==> src/rtl/cfgi2c_pkg.sv <==
package cfgi2c_pkg;

  localparam int unsigned BYTE_W = 8;

  typedef enum logic [2:0] {
    PH_IDLE,
    PH_RX,
    PH_RX_ACK,
    PH_TX,
    PH_TX_ACK,
    PH_WAIT_STOP
  } phase_e;

  // role of the next byte received in a write transfer
  localparam logic [1:0] ROLE_ADDR = 2'd0;
  localparam logic [1:0] ROLE_CMD  = 2'd1;
  localparam logic [1:0] ROLE_CNT  = 2'd2;
  localparam logic [1:0] ROLE_DATA = 2'd3;

endpackage

==> src/rtl/cfgi2c_line_sync.sv <==
module cfgi2c_line_sync #(
  parameter int unsigned STAGES = 2
) (
  input  logic clk,
  input  logic rst_n,
  input  logic scl_i,
  input  logic sda_i,
  output logic scl_o,
  output logic sda_o,
  output logic scl_rise_o,
  output logic scl_fall_o,
  output logic start_o,
  output logic stop_o
);

  localparam int unsigned DEPTH = (STAGES < 2) ? 2 : STAGES;

  logic [DEPTH-1:0] scl_ff;
  logic [DEPTH-1:0] sda_ff;
  logic             scl_q;
  logic             sda_q;

  // an idle bus is high, so every stage resets high
  always_ff @(posedge clk or negedge rst_n) begin
    if (!rst_n) begin
      scl_ff <= '1;
      sda_ff <= '1;
      scl_q  <= 1'b1;
      sda_q  <= 1'b1;
    end else begin
      scl_ff <= {scl_ff[DEPTH-2:0], scl_i};
      sda_ff <= {sda_ff[DEPTH-2:0], sda_i};
      scl_q  <= scl_ff[DEPTH-1];
      sda_q  <= sda_ff[DEPTH-1];
    end
  end

  assign scl_o      = scl_ff[DEPTH-1];
  assign sda_o      = sda_ff[DEPTH-1];
  assign scl_rise_o = scl_o & ~scl_q;
  assign scl_fall_o = ~scl_o & scl_q;
  assign start_o    = scl_o & scl_q & sda_q & ~sda_o;
  assign stop_o     = scl_o & scl_q & ~sda_q & sda_o;

endmodule

==> src/rtl/cfgi2c_regbank.sv <==
module cfgi2c_regbank #(
  parameter int unsigned NUM_REGS = 6,
  parameter int unsigned PTR_W    = 3,
  parameter logic [NUM_REGS*8-1:0] DEFAULTS = 48'h00_07_7F_FF_00_00,
  parameter logic [NUM_REGS*8-1:0] RO_MASK  = 48'hF8_00_00_00_00_00
) (
  input  logic                  clk,
  input  logic                  rst_n,
  input  logic                  wr_en,
  input  logic [PTR_W-1:0]      wr_idx,
  input  logic [7:0]            wr_data,
  input  logic [NUM_REGS*8-1:0] ro_bits,
  output logic [NUM_REGS*8-1:0] regs_o
);

  for (genvar g = 0; g < NUM_REGS; g++) begin : g_byte
    localparam logic [7:0] RO  = RO_MASK[g*8 +: 8];
    localparam logic [7:0] DEF = DEFAULTS[g*8 +: 8] & ~RO;
    logic [7:0] store_q;

    always_ff @(posedge clk or negedge rst_n) begin
      if (!rst_n) begin
        store_q <= DEF;
      end else if (wr_en && (wr_idx == PTR_W'(g))) begin
        store_q <= wr_data & ~RO;
      end
    end

    assign regs_o[g*8 +: 8] = (store_q & ~RO) | (ro_bits[g*8 +: 8] & RO);
  end

endmodule

==> src/rtl/cfgi2c_proto.sv <==
module cfgi2c_proto
  import cfgi2c_pkg::*;
#(
  parameter logic [6:0]  DEV_ADDR7 = 7'h69,
  parameter int unsigned NUM_REGS  = 6,
  parameter int unsigned PTR_W     = 3
) (
  input  logic                  clk,
  input  logic                  rst_n,
  input  logic                  sda_s,
  input  logic                  scl_rise,
  input  logic                  scl_fall,
  input  logic                  start_det,
  input  logic                  stop_det,
  input  logic [NUM_REGS*8-1:0] rd_bytes,
  output logic                  sda_oe,
  output logic                  wr_en,
  output logic [PTR_W-1:0]      wr_idx,
  output logic [7:0]            wr_data,
  output phase_e                phase_o
);

  localparam logic [PTR_W-1:0] REG_CNT  = PTR_W'(NUM_REGS);
  localparam logic [PTR_W-1:0] TX_LAST  = PTR_W'(NUM_REGS + 1);
  localparam logic [7:0]       CNT_BYTE = 8'(NUM_REGS);

  phase_e           phase;
  logic [2:0]       bitcnt;
  logic [7:0]       shreg;
  logic             byte_done;
  logic [1:0]       role;
  logic [PTR_W-1:0] data_ptr;
  logic             is_read;
  logic [7:0]       txsh;
  logic [PTR_W-1:0] tx_idx;
  logic             mack;
  logic [PTR_W-1:0] tx_sel;
  logic [7:0]       tx_byte;

  // byte to transmit next: the count first, then registers, then all ones
  always_comb begin
    tx_sel = '0;
    if (phase == PH_TX_ACK) begin
      tx_sel = (tx_idx == TX_LAST) ? tx_idx : tx_idx + 1'b1;
    end
    if (tx_sel == '0) begin
      tx_byte = CNT_BYTE;
    end else if (tx_sel <= REG_CNT) begin
      tx_byte = rd_bytes[(int'(tx_sel) - 1) * 8 +: 8];
    end else begin
      tx_byte = 8'hFF;
    end
  end

  always_ff @(posedge clk or negedge rst_n) begin
    if (!rst_n) begin
      phase     <= PH_IDLE;
      bitcnt    <= '0;
      shreg     <= '0;
      byte_done <= 1'b0;
      role      <= ROLE_ADDR;
      data_ptr  <= '0;
      is_read   <= 1'b0;
      txsh      <= '0;
      tx_idx    <= '0;
      mack      <= 1'b0;
      sda_oe    <= 1'b0;
      wr_en     <= 1'b0;
      wr_idx    <= '0;
      wr_data   <= '0;
    end else begin
      wr_en <= 1'b0;
      if (start_det) begin
        phase     <= PH_RX;
        bitcnt    <= '0;
        byte_done <= 1'b0;
        role      <= ROLE_ADDR;
        data_ptr  <= '0;
        is_read   <= 1'b0;
        sda_oe    <= 1'b0;
      end else if (stop_det) begin
        phase  <= PH_IDLE;
        sda_oe <= 1'b0;
      end else begin
        unique case (phase)
          PH_RX: begin
            if (scl_rise && !byte_done) begin
              shreg  <= {shreg[6:0], sda_s};
              bitcnt <= bitcnt + 1'b1;
              if (bitcnt == 3'd7) byte_done <= 1'b1;
            end else if (scl_fall && byte_done) begin
              byte_done <= 1'b0;
              bitcnt    <= '0;
              if (role == ROLE_ADDR) begin
                if (shreg[7:1] == DEV_ADDR7) begin
                  is_read <= shreg[0];
                  sda_oe  <= 1'b1;
                  phase   <= PH_RX_ACK;
                end else begin
                  phase <= PH_WAIT_STOP;
                end
              end else begin
                sda_oe <= 1'b1;
                phase  <= PH_RX_ACK;
                if (role == ROLE_DATA) begin
                  wr_en   <= (data_ptr < REG_CNT);
                  wr_idx  <= data_ptr;
                  wr_data <= shreg;
                  if (data_ptr < REG_CNT) data_ptr <= data_ptr + 1'b1;
                end
              end
            end
          end
          PH_RX_ACK: begin
            if (scl_fall) begin
              if (is_read) begin
                phase  <= PH_TX;
                bitcnt <= '0;
                tx_idx <= '0;
                txsh   <= tx_byte;
                sda_oe <= ~tx_byte[7];
              end else begin
                phase  <= PH_RX;
                sda_oe <= 1'b0;
                if (role != ROLE_DATA) role <= role + 1'b1;
              end
            end
          end
          PH_TX: begin
            if (scl_fall) begin
              if (bitcnt == 3'd7) begin
                sda_oe <= 1'b0;
                phase  <= PH_TX_ACK;
              end else begin
                txsh   <= {txsh[6:0], 1'b0};
                sda_oe <= ~txsh[6];
                bitcnt <= bitcnt + 1'b1;
              end
            end
          end
          PH_TX_ACK: begin
            if (scl_rise) begin
              mack <= ~sda_s;
            end else if (scl_fall) begin
              if (mack) begin
                phase  <= PH_TX;
                bitcnt <= '0;
                tx_idx <= tx_sel;
                txsh   <= tx_byte;
                sda_oe <= ~tx_byte[7];
              end else begin
                phase <= PH_WAIT_STOP;
              end
            end
          end
          default: ;
        endcase
      end
    end
  end

  assign phase_o = phase;

endmodule

==> src/rtl/cfgi2c_top.sv <==
module cfgi2c_top
  import cfgi2c_pkg::*;
#(
  parameter logic [6:0]  DEV_ADDR7   = 7'h69,
  parameter int unsigned NUM_REGS    = 6,
  parameter int unsigned SYNC_STAGES = 2,
  parameter int unsigned STRAP_W     = 5,
  parameter logic [NUM_REGS*8-1:0] DEFAULTS = 48'h00_07_7F_FF_00_00
) (
  input  logic                  clk,
  input  logic                  rst_n,
  input  logic                  scl_i,
  input  logic                  sda_i,
  input  logic [STRAP_W-1:0]    strap_i,
  output logic                  sda_oe_o,
  output logic [NUM_REGS*8-1:0] cfg_bytes_o,
  output logic                  freq_sw_o,
  output logic [4:0]            freq_code_o
);

  localparam int unsigned PTR_W   = $clog2(NUM_REGS + 2);
  localparam int unsigned RO_BASE = (NUM_REGS - 1) * 8 + (8 - STRAP_W);
  localparam logic [NUM_REGS*8-1:0] RO_MASK =
    {{STRAP_W{1'b1}}, {(NUM_REGS*8 - STRAP_W){1'b0}}};

  logic             scl_s;
  logic             sda_s;
  logic             scl_rise;
  logic             scl_fall;
  logic             start_det;
  logic             stop_det;
  logic             wr_en;
  logic [PTR_W-1:0] wr_idx;
  logic [7:0]       wr_data;
  phase_e           phase;
  logic [NUM_REGS*8-1:0] ro_bits;

  // straps read back inverted, strap 0 in the top bit of the last register
  always_comb begin
    ro_bits = '0;
    for (int i = 0; i < int'(STRAP_W); i++) begin
      ro_bits[RO_BASE + STRAP_W - 1 - i] = ~strap_i[i];
    end
  end

  cfgi2c_line_sync #(.STAGES(SYNC_STAGES)) sync_i (
    .clk        (clk),
    .rst_n      (rst_n),
    .scl_i      (scl_i),
    .sda_i      (sda_i),
    .scl_o      (scl_s),
    .sda_o      (sda_s),
    .scl_rise_o (scl_rise),
    .scl_fall_o (scl_fall),
    .start_o    (start_det),
    .stop_o     (stop_det)
  );

  cfgi2c_proto #(
    .DEV_ADDR7 (DEV_ADDR7),
    .NUM_REGS  (NUM_REGS),
    .PTR_W     (PTR_W)
  ) proto_i (
    .clk       (clk),
    .rst_n     (rst_n),
    .sda_s     (sda_s),
    .scl_rise  (scl_rise),
    .scl_fall  (scl_fall),
    .start_det (start_det),
    .stop_det  (stop_det),
    .rd_bytes  (cfg_bytes_o),
    .sda_oe    (sda_oe_o),
    .wr_en     (wr_en),
    .wr_idx    (wr_idx),
    .wr_data   (wr_data),
    .phase_o   (phase)
  );

  cfgi2c_regbank #(
    .NUM_REGS (NUM_REGS),
    .PTR_W    (PTR_W),
    .DEFAULTS (DEFAULTS),
    .RO_MASK  (RO_MASK)
  ) bank_i (
    .clk     (clk),
    .rst_n   (rst_n),
    .wr_en   (wr_en),
    .wr_idx  (wr_idx),
    .wr_data (wr_data),
    .ro_bits (ro_bits),
    .regs_o  (cfg_bytes_o)
  );

  assign freq_sw_o   = cfg_bytes_o[3];
  assign freq_code_o = {cfg_bytes_o[6:4], cfg_bytes_o[2:1]};

endmodule

==> config.mk <==
export PLATFORM = sky130hd
export DESIGN_NAME = cfgi2c_top
export DESIGN_NICKNAME = d
export VERILOG_FILES = /design/src/rtl/cfgi2c_pkg.sv /design/src/rtl/cfgi2c_line_sync.sv /design/src/rtl/cfgi2c_regbank.sv /design/src/rtl/cfgi2c_proto.sv /design/src/rtl/cfgi2c_top.sv
export SDC_FILE = /design/constraint.sdc
export NUM_CORES = 1
export LEC_CHECK = 0
export ABC_CLOCK_PERIOD_IN_PS = 3300
export BUFFER_PORTS_ARGS = -buffer_cell sky130_fd_sc_hd__buf_2
export CAP_MARGIN = 0
export CORE_MARGIN = 8
export CORE_UTILIZATION = 52
export DETAILED_ROUTE_END_ITERATION = 12
export PLACE_DENSITY = 0.76
export SLEW_MARGIN = 20
export SYNTH_ARGS = -nofsm -noshare
export SYNTH_HDL_FRONTEND = slang
export SYNTH_SLANG_ARGS = --single-unit
export TNS_END_PERCENT = 5
==> constraint.sdc <==
create_clock -name clk -period 3.3 [get_ports clk]
set_clock_uncertainty 0.15 [all_clocks]
set_input_delay 0.66 -clock clk [delete_from_list [all_inputs] [get_ports clk]]
set_output_delay 0.66 -clock clk [all_outputs]
set_load 0.02 [all_outputs]
* After elaboration in Yosys (flattened, before gate mapping) *
Cells that the tools add are included.

word-level totals
  flip-flop bits (word level) = 94
  input bits = 9

cells by class
  bitwise gates (word level) = 23
  equal/unequal tests = 43
  order comparisons = 2
  reduce and logical (&&, ||, !) cells = 38
  shift operators = 1
  muxes and demuxes = 90
  add/sub/neg operators = 5

operators by type and width
  operator                                       count
  2-to-1 mux 3 bit                               36
  2-to-1 mux 7 bit                               7
  variable part select 48 x 32 -> 8 bit          1
  2-to-1 mux 1 bit                               33
  != test 4 x 1 -> 1 bit, second input constant  7
  case mux 3 bit (4 select lines)                2
  case mux 7 bit (3 select lines)                1
  AND reduction 10 bit                           2
  nonzero test 2 bit                             10
  != test 2 x 1 -> 1 bit, second input constant  9
  2-to-1 mux 8 bit                               2
  AND reduction 8 bit                            2
  == test 3 bit, second input constant           5
  != test 3 x 1 -> 1 bit, second input constant  5
  inverter 1 bit                                 15
  2-to-1 mux 2 bit                               7
  AND reduction 7 bit                            2
  == test 3 x 2 -> 1 bit, second input constant  4
  AND reduction 4 bit                            3
  adder 3 x 1 -> 3 bit, second input constant    3
  AND reduction 9 bit                            1
  logical AND 1 bit                              8
  bitwise OR 3 x 8 -> 8 bit                      1
  bitwise AND 1 bit                              7
  other kinds (23)                               29

* Logic depth before layout (Yosys ltp) *
Gate-level depths: netlist (run 1).

  word-level depth = 14
  gate-level depth with buffers = 12
  depth with buffers taken out = 11

* Cells and area by module *
From an unflattened synthesis (run 1), not the netlist that was laid out.

unflattened totals
  cell total of the unflattened synthesis = 443
  area total of the unflattened synthesis = 4,947.2 µm²

by module, submodules not included
  module            sequential area each (µm²)  cells each  times used  area each (µm²)
  cfgi2c_proto      1,126.1                     321         1           2,971.6
  cfgi2c_regbank    1,098.6                     100         1           1,717.9
  cfgi2c_line_sync  157.7                       10          1           190.2
  cfgi2c_top        0.0                         12          1           67.6

* Least setup slack after synthesis (run 1) *
OpenSTA, ideal clock, no wires.

  kind = reg2reg
  start = register proto_i.tx_idx[0]
  end = register proto_i.txsh[5]
  stages on the path, launching flop included = 13
  path slack = 0.224 ns
  library setup time = 0.082 ns
  period minus slack after synthesis = 3.076 ns
  arrival = 2.844 ns
  buffers on the path = 2
  data required time = 3.068 ns
  path through = dfrtp_1 ha_1 and3b_1 clkbuf_1 nor3_4 inv_1 ha_1 ha_1 clkbuf_1 nand2_1 o311ai_0 o2111ai_1 a31oi_1

between the ends
  longest elaborated chain between the ends = 11
  elaborated cells on any way between the ends = 16
  classes of those cells = add/sub: 2; order compare: 1; eq/ne: 1; shift: 1; mux: 10; reduce/logical: 1

ends and longest elaborated chain
  element                                                       line                 RTL
  start: declaration                                            cfgi2c_proto.sv:35   logic [PTR_W-1:0] tx_idx;
  start signal: assignment                                      cfgi2c_proto.sv:148  tx_idx <= tx_sel;
  adder 3 x 1 -> 3 bit / == test 3 bit (equally long branches)  cfgi2c_proto.sv:44   tx_sel = (tx_idx == TX_LAST) ? tx_idx : tx_idx + 1'b1;
  2-to-1 mux 3 bit *                                            cfgi2c_proto.sv:44
  2-to-1 mux 3 bit *                                            cfgi2c_proto.sv:43   if (phase == PH_TX_ACK) begin
  subtractor 3 x 1 -> 4 bit                                     cfgi2c_proto.sv:49   tx_byte = rd_bytes[(int'(tx_sel) - 1) * 8 +: 8];
  variable part select 48 x 32 -> 8 bit                         cfgi2c_proto.sv:49
  2-to-1 mux 8 bit                                              cfgi2c_proto.sv:48   end else if (tx_sel <= REG_CNT) begin
  2-to-1 mux 8 bit *                                            cfgi2c_proto.sv:46   if (tx_sel == '0) begin
  2-to-1 mux 7 bit                                              cfgi2c_proto.sv:145  if (mack) begin
  2-to-1 mux 7 bit                                              cfgi2c_proto.sv:144  end else if (scl_fall) begin
  2-to-1 mux 7 bit                                              cfgi2c_proto.sv:142  if (scl_rise) begin
  case mux 7 bit (3 select lines) *                             cfgi2c_proto.sv:85   unique case (phase)
  end signal: assignment                                        cfgi2c_proto.sv:120  txsh <= tx_byte;
  end signal: assignment                                        cfgi2c_proto.sv:135  txsh <= {txsh[6:0], 1'b0};
  end signal: assignment                                        cfgi2c_proto.sv:149  txsh <= tx_byte;
  end: declaration                                              cfgi2c_proto.sv:34   logic [7:0] txsh;

Every way passes the cells marked *; elsewhere a longest branch is shown, timed or not. The select of a mux whose other input is x is not followed.
A chain may end at the register's enable or synchronous reset.

* Final worst setup path (run 1) *
  start = register proto_i.tx_idx[1]
  end = register proto_i.txsh[4]

Same word-level chain as after synthesis.

==> results of run 1 <==
## cells in the final DEF, fill, tap and decap left out, drive strengths merged, types with 15 or more instances in the layout
cell type  Yosys  layout
a21oi         17      17
buf           10      81
dfrtp         70      70
dfstp         24      24
inv           21      25
mux2          57      57
mux2i         15      15
nand2         53      53
nor2          18      18
o21ai         18      18
## final cells by class
class	instances	area (um2)
clock inverter	7	65.1
inverter	21	78.8
tap	129	161
fill	789	3600
timing repair buffer	81	465
sequential	94	2380
multi-input combinational	322	2360
clock buffer	9	124
## worst paths after layout
kind	end	start	slack, ns
worst max-delay path	proto_i.txsh[4]$_DFFE_PN0P_	proto_i.tx_idx[1]$_DFFE_PN0P_	0.20
worst min-delay path	proto_i.wr_data[5]$_DFFE_PN0P_	rst_n	0.11
worst max register to register	proto_i.txsh[4]$_DFFE_PN0P_	proto_i.tx_idx[1]$_DFFE_PN0P_	0.20
worst min register to register	sync_i.sda_ff[1]$_DFF_PN1_	sync_i.sda_ff[0]$_DFF_PN1_	0.20
max in group asynchronous	bank_i.g_byte[2].store_q[3]$_DFFE_PN1P_	rst_n	2.18
min in group clk	sync_i.sda_ff[1]$_DFF_PN1_	sync_i.sda_ff[0]$_DFF_PN1_	0.20
## stage by stage
stage,cells,hold slack (ns)
after floorplan,465,0.195
after global placement,647,0.196
after detailed placement,647,0.197
after CTS,663,0.120
after global routing,663,0.144
final,663,0.108
## cell usage after synthesis, types with 4 or more instances
cell | count | share of area
o31ai_1 | 6 | 0.0091
a31oi_1 | 8 | 0.010
dfrtp_1 | 70 | 0.35
dfstp_2 | 24 | 0.13
nand2b_1 | 6 | 0.0076
nor2_1 | 18 | 0.014
nand4_1 | 5 | 0.0063
a211oi_1 | 14 | 0.021
a2111o_1 | 4 | 0.0091
nand3_1 | 11 | 0.011
ha_1 | 9 | 0.023
buf_4 | 6 | 0.0091
mux2i_1 | 15 | 0.030
or3_1 | 4 | 0.0050
o211ai_1 | 4 | 0.0061
and3_1 | 7 | 0.0088
clkbuf_1 | 18 | 0.014
inv_1 | 21 | 0.016
a21o_1 | 5 | 0.0076
nand2_1 | 53 | 0.040
o21ai_0 | 18 | 0.018
nor2b_1 | 8 | 0.010
a21oi_1 | 17 | 0.017
nor3_1 | 7 | 0.0071
mux2_2 | 57 | 0.13
## cells by family after synthesis
logic type      count (synthesis)  synth area share
simple gates                  139             0.148
compound gates                100             0.142
flops                          94             0.480
mux                            72             0.160
buf+inv                        49            0.0439
fa+ha+maj                       9            0.0227
xor+xnor                        2           0.00353
## power by group through the flow
stage / combinational [mW] / sequential [mW] / clock [mW]
3_3_place_gp: 0.234 / 1.28 / 0
5_1_grt: 0.270 / 1.28 / 0.806
4_1_cts: 0.242 / 1.26 / 0.762
3_5_place_dp: 0.242 / 1.29 / 0
6_report: 0.243 / 1.26 / 0.752
2_1_floorplan: 0.161 / 1.27 / 0
## routing by layer
layer	routed length [um]	share of wire	track usage
met1	5340	0.43	0.262
met2	6010	0.49	0.308
met3	788	0.064	0.0391
met4	245	0.020	0.0675
met5	0	0	0
## sequential cells by signal (all words and copies together) (netlist names), 3 cells and up
signal,count
bank_i.g_byte.store_q,43
proto_i.bitcnt,3
proto_i.data_ptr,3
proto_i.phase_o,3
proto_i.shreg,8
proto_i.tx_idx,3
proto_i.txsh,7
proto_i.wr_data,8
proto_i.wr_idx,3
==> results.md, run 1 <==
- The fraction of final layout cells sized beyond drive strength 1 is 0.354.
- In the routed layout, each cell is associated on average with a via count of 5.98.
- The largest stage delay on the critical path is 0.42 ns.
- The count of pins over their slew limit is 0.
- For this design the static power due to leakage is 2.69 nW.
- The number of global-route vias before repair is 3,850.
- Max-cap violations in this run came to 0.
- Setup violations remaining at the end of the flow were counted as 0.
- In this run the clock root is driven by a clkbuf_8.
- Counting cells, the worst reg-to-reg path comes to 10.
- Dividing total power by cell area gives a power density of 401 mW/mm2.
- Broken down by cell family, the worst path's largest delay share belongs to compound AO/OA/AOI/OAI gates.
- Summed over all layers, the global routing overflow is 0.
- The number of levels the H-tree was split into is 3.
- The register area share after synthesis is 0.480.
- The most frequently used flop master after synthesis is dfrtp_1.
- The internal power component is 1.61 mW.
- Data arrives at the worst endpoint at 3.25 ns.
- The total negative slack for setup checks is 0 ns.
- OpenSTA, run right after detailed placement, puts the worst setup slack at 0.213 ns.
- The number of primary I/O pins is 64.
- Summed over all nets, the switching power comes to 0.655 mW.
- The wire length of the first global-routing pass is 20,200 um.
- The total wire length after detailed routing is 12,400 um.
- The count of nets left with antenna violations once routing finished came out at 0.
- The clock tree from TritonCTS is done.
- The kind of start point of the critical path is a flip-flop.
- The sequential fraction of design power is 0.560.
- Yosys printed 0 warnings.
- For this configuration, the core starts out at a cell density of 0.537.
- In this run the tool buffered the top-level ports with 63 buffer cells.
- The required time of the critical path is 3.45 ns.
- In the post-route analysis, the smallest setup slack over all paths is 0.197 ns.
- Of the total power, combinational logic draws 0.107.
- After synthesis the cells add up to 0.00496 mm2.
- The number of gates resized after cts is 0.
- Setup repair after global routing left no endpoint under its margin.
- Once layout is complete, the utilization of the core stands at 0.611.
- The cts-stage hold buffer count is 0.
- The clock period minus worst slack is 3.10 ns.
- The area of the placeable core is 0.00924 mm2.
- The cell area after placement is 0.00545 mm2.
- The fraction of power spent switching nets is 0.290.
- The number of placement rows is 35.
- The routed layout has 3,963 vias.
- Summing all non-filler instances in the final layout gives an area of 0.00564 mm2.
- Measured against its own limit, the worst slew margin works out to 0.330.
- The total power is 2.26 mW.
- The signal on the critical path passes through ha_2, a21bo_2, a21oi_1, inv_1, ha_1, ha_2, inv_1, a21o_1, a2111o_1, a31oi_1.
- The endpoint type of the worst setup path is a flip-flop.
- The number of flops mapped to enable cells by yosys is 0.
- The pin count of the biggest net entering global routing is 56.
- The number of gates on the worst path with buffers counted is 10.
- The clock passes through at most 2 buffers.
- The count of antenna diodes in the layout is 0.
- Based on the critical path, the design can be clocked at up to 322 MHz.
- The buffers plus inverters on the worst setup path is 2.
- The slowest stage of the critical path is the dfrtp_1 cell.
- The clock sink count is 94.
- The measured slew at the worst slew-check pin is 1.00 ns.
- The routed wirelength normalized by instance count is 18.7 um.
- Across the VDD grid, the largest voltage drop is 0.260 mV.
- The number of remaining DRC errors is 0.
- The length of the first detailed-routing pass in iterations is 5.
- The die is 114 um tall.
- Of the available clock period, the critical path in the final layout requires 0.940.
- From synthesis to final layout, the design area changed by 13.7%.
- The HPWL after detailed placement is 9080 um.
- The path category of the worst min-delay check is primary input to async pin.
- Buffers inserted during clock tree synthesis total 9.
- The overall die area is 0.0129 mm2.
- The combined global-route utilization of all metal layers is 0.196.
- The synthesized netlist contains 58 unique library cells.
- The number of nets handed over by synthesis was 483.
- Of all nets on the critical path, the largest fanout is 8.
- The die is 114 um wide.
- The worst setup path is of the flip-flop to flip-flop kind.
- The number of design-rule violations left by the first detailed-router iteration is 247.
- The layout net count is 547.
- In the synthesized netlist, the number of instances is 465.
- After synthesis, the share of flip-flops with an asynchronous set or reset is 1.00.
- Once the clock tree was built, the setup fixing pass inserted 0 buffers.
- After synthesis the netlist holds a flip-flop and latch count of 94.
- The clock reaches the later pin of the worst-skew pair after 0.37 ns.
- In this run the mean area of a mapped cell was 10.7 um2.
- After clock tree synthesis, the clock-pin slew on the worst setup and hold paths is 0.11 ns.
- The number of antenna violations at the first check in global routing came to 0.
- The run finished with clean final reports.
- The share of power burned in the clock network is 0.333.
- At the end of routability-driven placement, the weighted congestion stood at 0.877.
- The final hold violation count is 0.
No activity file was read; power rests on OpenSTA's default activity.
==> run 2: changes to the inputs <==
--- a/config.mk
+++ b/config.mk
@@ -5,13 +5,14 @@
 export SDC_FILE = /design/constraint.sdc
 export NUM_CORES = 1
 export LEC_CHECK = 0
-export ABC_CLOCK_PERIOD_IN_PS = 3300
+export ABC_CLOCK_PERIOD_IN_PS = 3500
 export BUFFER_PORTS_ARGS = -buffer_cell sky130_fd_sc_hd__buf_2
 export CAP_MARGIN = 0
+export CORE_ASPECT_RATIO = 1.75
 export CORE_MARGIN = 8
-export CORE_UTILIZATION = 52
+export CORE_UTILIZATION = 58
 export DETAILED_ROUTE_END_ITERATION = 12
-export PLACE_DENSITY = 0.76
+export PLACE_DENSITY = 0.8
 export SLEW_MARGIN = 20
 export SYNTH_ARGS = -nofsm -noshare
 export SYNTH_HDL_FRONTEND = slang
==> constraint.sdc (replaced) <==
create_clock -name clk -period 3.5 [get_ports clk]
set_clock_uncertainty 0.15 [all_clocks]
set_input_delay 0.7 -clock clk [delete_from_list [all_inputs] [get_ports clk]]
set_output_delay 0.7 -clock clk [all_outputs]
set_load 0.02 [all_outputs]
==> run 2 against run 1 <==
Compared with the run above:
- via count increased by 0.66%
- global-route usage increased by 3.7 points
- maximum frequency decreased by 3.4%
- critical endpoint is now proto_i.txsh[6]$_DFFE_PN0P_
- largest cell class unchanged
- first-iteration DRC count increased by 9.3%
- final area increased by 1.6%
- non-clock buffer count decreased by 1
- core utilization increased by 7.9 points
- highest routed layer unchanged
==> results.md, run 2 (synthesis gave the netlist of run 1 again) <==
- The wire length of the first global-routing pass is 21,600 um (+6.9%).
- The layout net count is 546 (-0.18%).
- The setup slack of the critical path after layout is 0.289 ns (+0.0924 ns).
- The chip width is 85.9 um (-24%).
- After global routing, the most crowded layer is met2.
- The total area of multi-input combinational cells is 0.00236 mm2 (-0.11%).
- The overall die area is 0.0119 mm2 (-8.0%).
- The global placement routability congestion is 0.980 (+12%).
- The clock sink count is 94 (unchanged).
- The largest registers in the layout are bank_i.g_byte.store_q (43), proto_i.shreg (8), proto_i.wr_data (8).
- The fraction of final layout cells sized beyond drive strength 1 was 0.345 (-0.00872).
- The worst slew margin relative to its limit is 0.317 (-0.0129).
- The area of the placeable core is 0.00831 mm2 (-10%).
- The global routing usage on met2 is 0.408 (+0.0992).
- The cell area after placement came to 0.00541 mm2 (-0.69%).
- The required time of the critical path is 3.62 ns (+0.17 ns).
- The total via count after detailed routing is 3,989 (+0.66%).
- Setup repair after global routing left no endpoint under its margin.
- The routed wirelength normalized by instance count is 20.6 um (+11%).
- The peak supply drop is 0.328 mV (+26%).
- The count of antenna diodes in the layout is 0 (unchanged).
- The flow ran to the end, and the final reports show no timing, DRC or antenna violations.
- The most frequent standard cell in the layout excluding fill and tap cells is dfrtp_1.
- The via-per-instance ratio is 6.16 (+3.0%).
- The maximum clock frequency was 311 MHz (-3.4%).
- The worst setup slack before clock tree synthesis is 0.324 ns (+0.111 ns).
- The total leakage power was 2.74 nW (+1.8%).
- The number of design-rule violations left by the first detailed-router iteration is 270 (+9.3%).
- The total power is 2.48 mW (+9.7%).
- The worst setup path is of the flip-flop to flip-flop kind.
- In this run the worst hold path is classified as flip-flop to flip-flop.
- The critical path data arrival time came to 3.33 ns (+0.08 ns).
- The number of buffers inserted during clock tree synthesis is 9 (unchanged).
- The initial cell density of the core came to 0.597 (+0.0599).
- The top fanout value on the critical path is 9 (+1).
- The instance count after placement with tap cells included is 632 (-2.3%).
- The flip-flop count of the largest register after layout is 43 (unchanged).
- The areal power density over the cells is 432 mW/mm2 (+7.9%).
- STA classifies the critical path endpoint as a flip-flop.
- The met3 usage in global routing came to 0.0415 (+0.00245).
- The count of pins over their slew limit is 0 (unchanged).
- The measured slew at the worst slew-check pin is 1.02 ns (+0.0200 ns).
- The worst setup path is launched from a flip-flop.
- The number of levels the H-tree was split into came to 3 (unchanged).
- The share of the clock period used by the worst path after layout is 0.917 (-0.0230).
- The number of global-route vias before repair was 4,122 (+7.1%).
- The number of placement rows came to 44 (+26%).
- The total negative slack for setup checks is 0 ns (unchanged).
- The final instance area is 0.00573 mm2 (+1.6%).
- The smallest hold slack came to 0.205 ns (+0.0967 ns).
- The synthesis-to-finish area growth is 15.6%.
- The leftover overflow at the end of global routing is 0 (unchanged).
- The clock-pin slew reported for the worst setup and hold paths after clock tree synthesis came to 0.06 ns (-0.05 ns).
- The count of input and output buffers is 63 (unchanged).
- The number of inserted filler cells in the final layout is 647 (-18%).
- The final setup violation count is 0 (unchanged).
- The clock tree buffer depth is 2 (unchanged).
- CTS placed an instance of clkbuf_16 at the clock tree root.
- The total wire length after detailed routing came to 13,400 um (+8.1%).
- The number of antenna violations at the first check in global routing is 0 (unchanged).
- The final hold violation count was 0 (unchanged).
- In the layout the commonest cells are dfrtp_1, buf_2, mux2_2, nand2_1, dfstp_2.
- The clock latency of the later-clocked register in the worst-skew pair is 0.35 ns (-0.02 ns).
- The clock tree from TritonCTS is done.
- The number of primary I/O pins is 64 (unchanged).
- The register with the most flip-flops is bank_i.g_byte.store_q.
- The number of max-capacitance violations reported is 0 (unchanged).
- The length of the first detailed-routing pass in iterations is 5 (unchanged).
- The combined global-route utilization of all metal layers is 0.233 (+0.0370).
- The clock period minus worst slack is 3.21 ns (+0.108 ns).
- The sequential cell area in the final layout is 0.00238 mm2 (unchanged).
- The residual antenna-violating net count after detailed routing is 0 (unchanged).
- The HPWL after detailed placement is 9790 um (+7.8%).
- The number of remaining DRC errors is 0 (unchanged).
- The pin count of the biggest net entering global routing is 91 (+63%).
- The height of the die was 138 um (+22%).
- The met1 usage is 0.245 (-0.0174).
- The final core utilization is 0.690 (+0.0792).
- The final cell count without fillers is 648 (-2.3%).
-- run 2: cell count changes in the layout (fill, tap and decap cells not counted), moves of 2 or more --
cell       change
clkbuf_1       +3
clkbuf_8       -8
clkbuf_16      +9
inv_8          -2
clkinv_4       -2
inv_6          -2
bufinv_16      +2
-- run 2: timing repair --
action,4_1_cts,5_1_grt
buffers inserted,0,0
gates resized for setup,0,1
endpoints found under the hold margin,0,0
setup endpoints to repair,0,1
hold buffers,0,0
-- run 2: critical path: stages (launching register included) --
cell	delay, ns
dfrtp_1	0.46
ha_2	0.37
a21bo_2	0.23
a21oi_1	0.22
inv_1	0.07
ha_1	0.20
ha_1	0.43
inv_1	0.21
a21o_1	0.21
a2111o_1	0.41
a31oi_1	0.17
-- run 2: metal layers --
layer | part of all wire | vias up
met5 | 0 | -
met4 | 0.050 | 0
met3 | 0.051 | 45
met2 | 0.54 | 149
met1 | 0.36 | 1978
li1 | - | 1817
-- run 2: layout make-up --
type                    count  area share
well taps                 115      0.0251
clock inverters             3      0.0118
flip-flops and latches     94       0.415
inverters                  21      0.0137
multi-input cells         322       0.412
repair buffers             80      0.0783
clock buffers              13      0.0436
-- run 2: final timing paths --
check	to	startpoint	depth (start not counted)	slack [ns]
min reg2reg	sync_i.sda_ff[1]$_DFF_PN1_	sync_i.sda_ff[0]$_DFF_PN1_	0	0.21
min in group asynchronous	bank_i.g_byte[0].store_q[6]$_DFFE_PN0P_	rst_n	1	0.24
max reg2reg	proto_i.txsh[6]$_DFFE_PN0P_	proto_i.tx_idx[0]$_DFFE_PN0P_	10	0.29
min	sync_i.sda_ff[1]$_DFF_PN1_	sync_i.sda_ff[0]$_DFF_PN1_	0	0.21
max	proto_i.txsh[6]$_DFFE_PN0P_	proto_i.tx_idx[0]$_DFFE_PN0P_	10	0.29
max in group asynchronous	sync_i.sda_q$_DFF_PN1_	rst_n	2	2.22
-- run 2: where the power goes --
part           total [mW]  internal (mW)  switching [mW]
sequential           1.20           1.14          0.0563
clock                1.05          0.646           0.403
combinational       0.230         0.0944           0.136
total                2.48           1.88           0.595
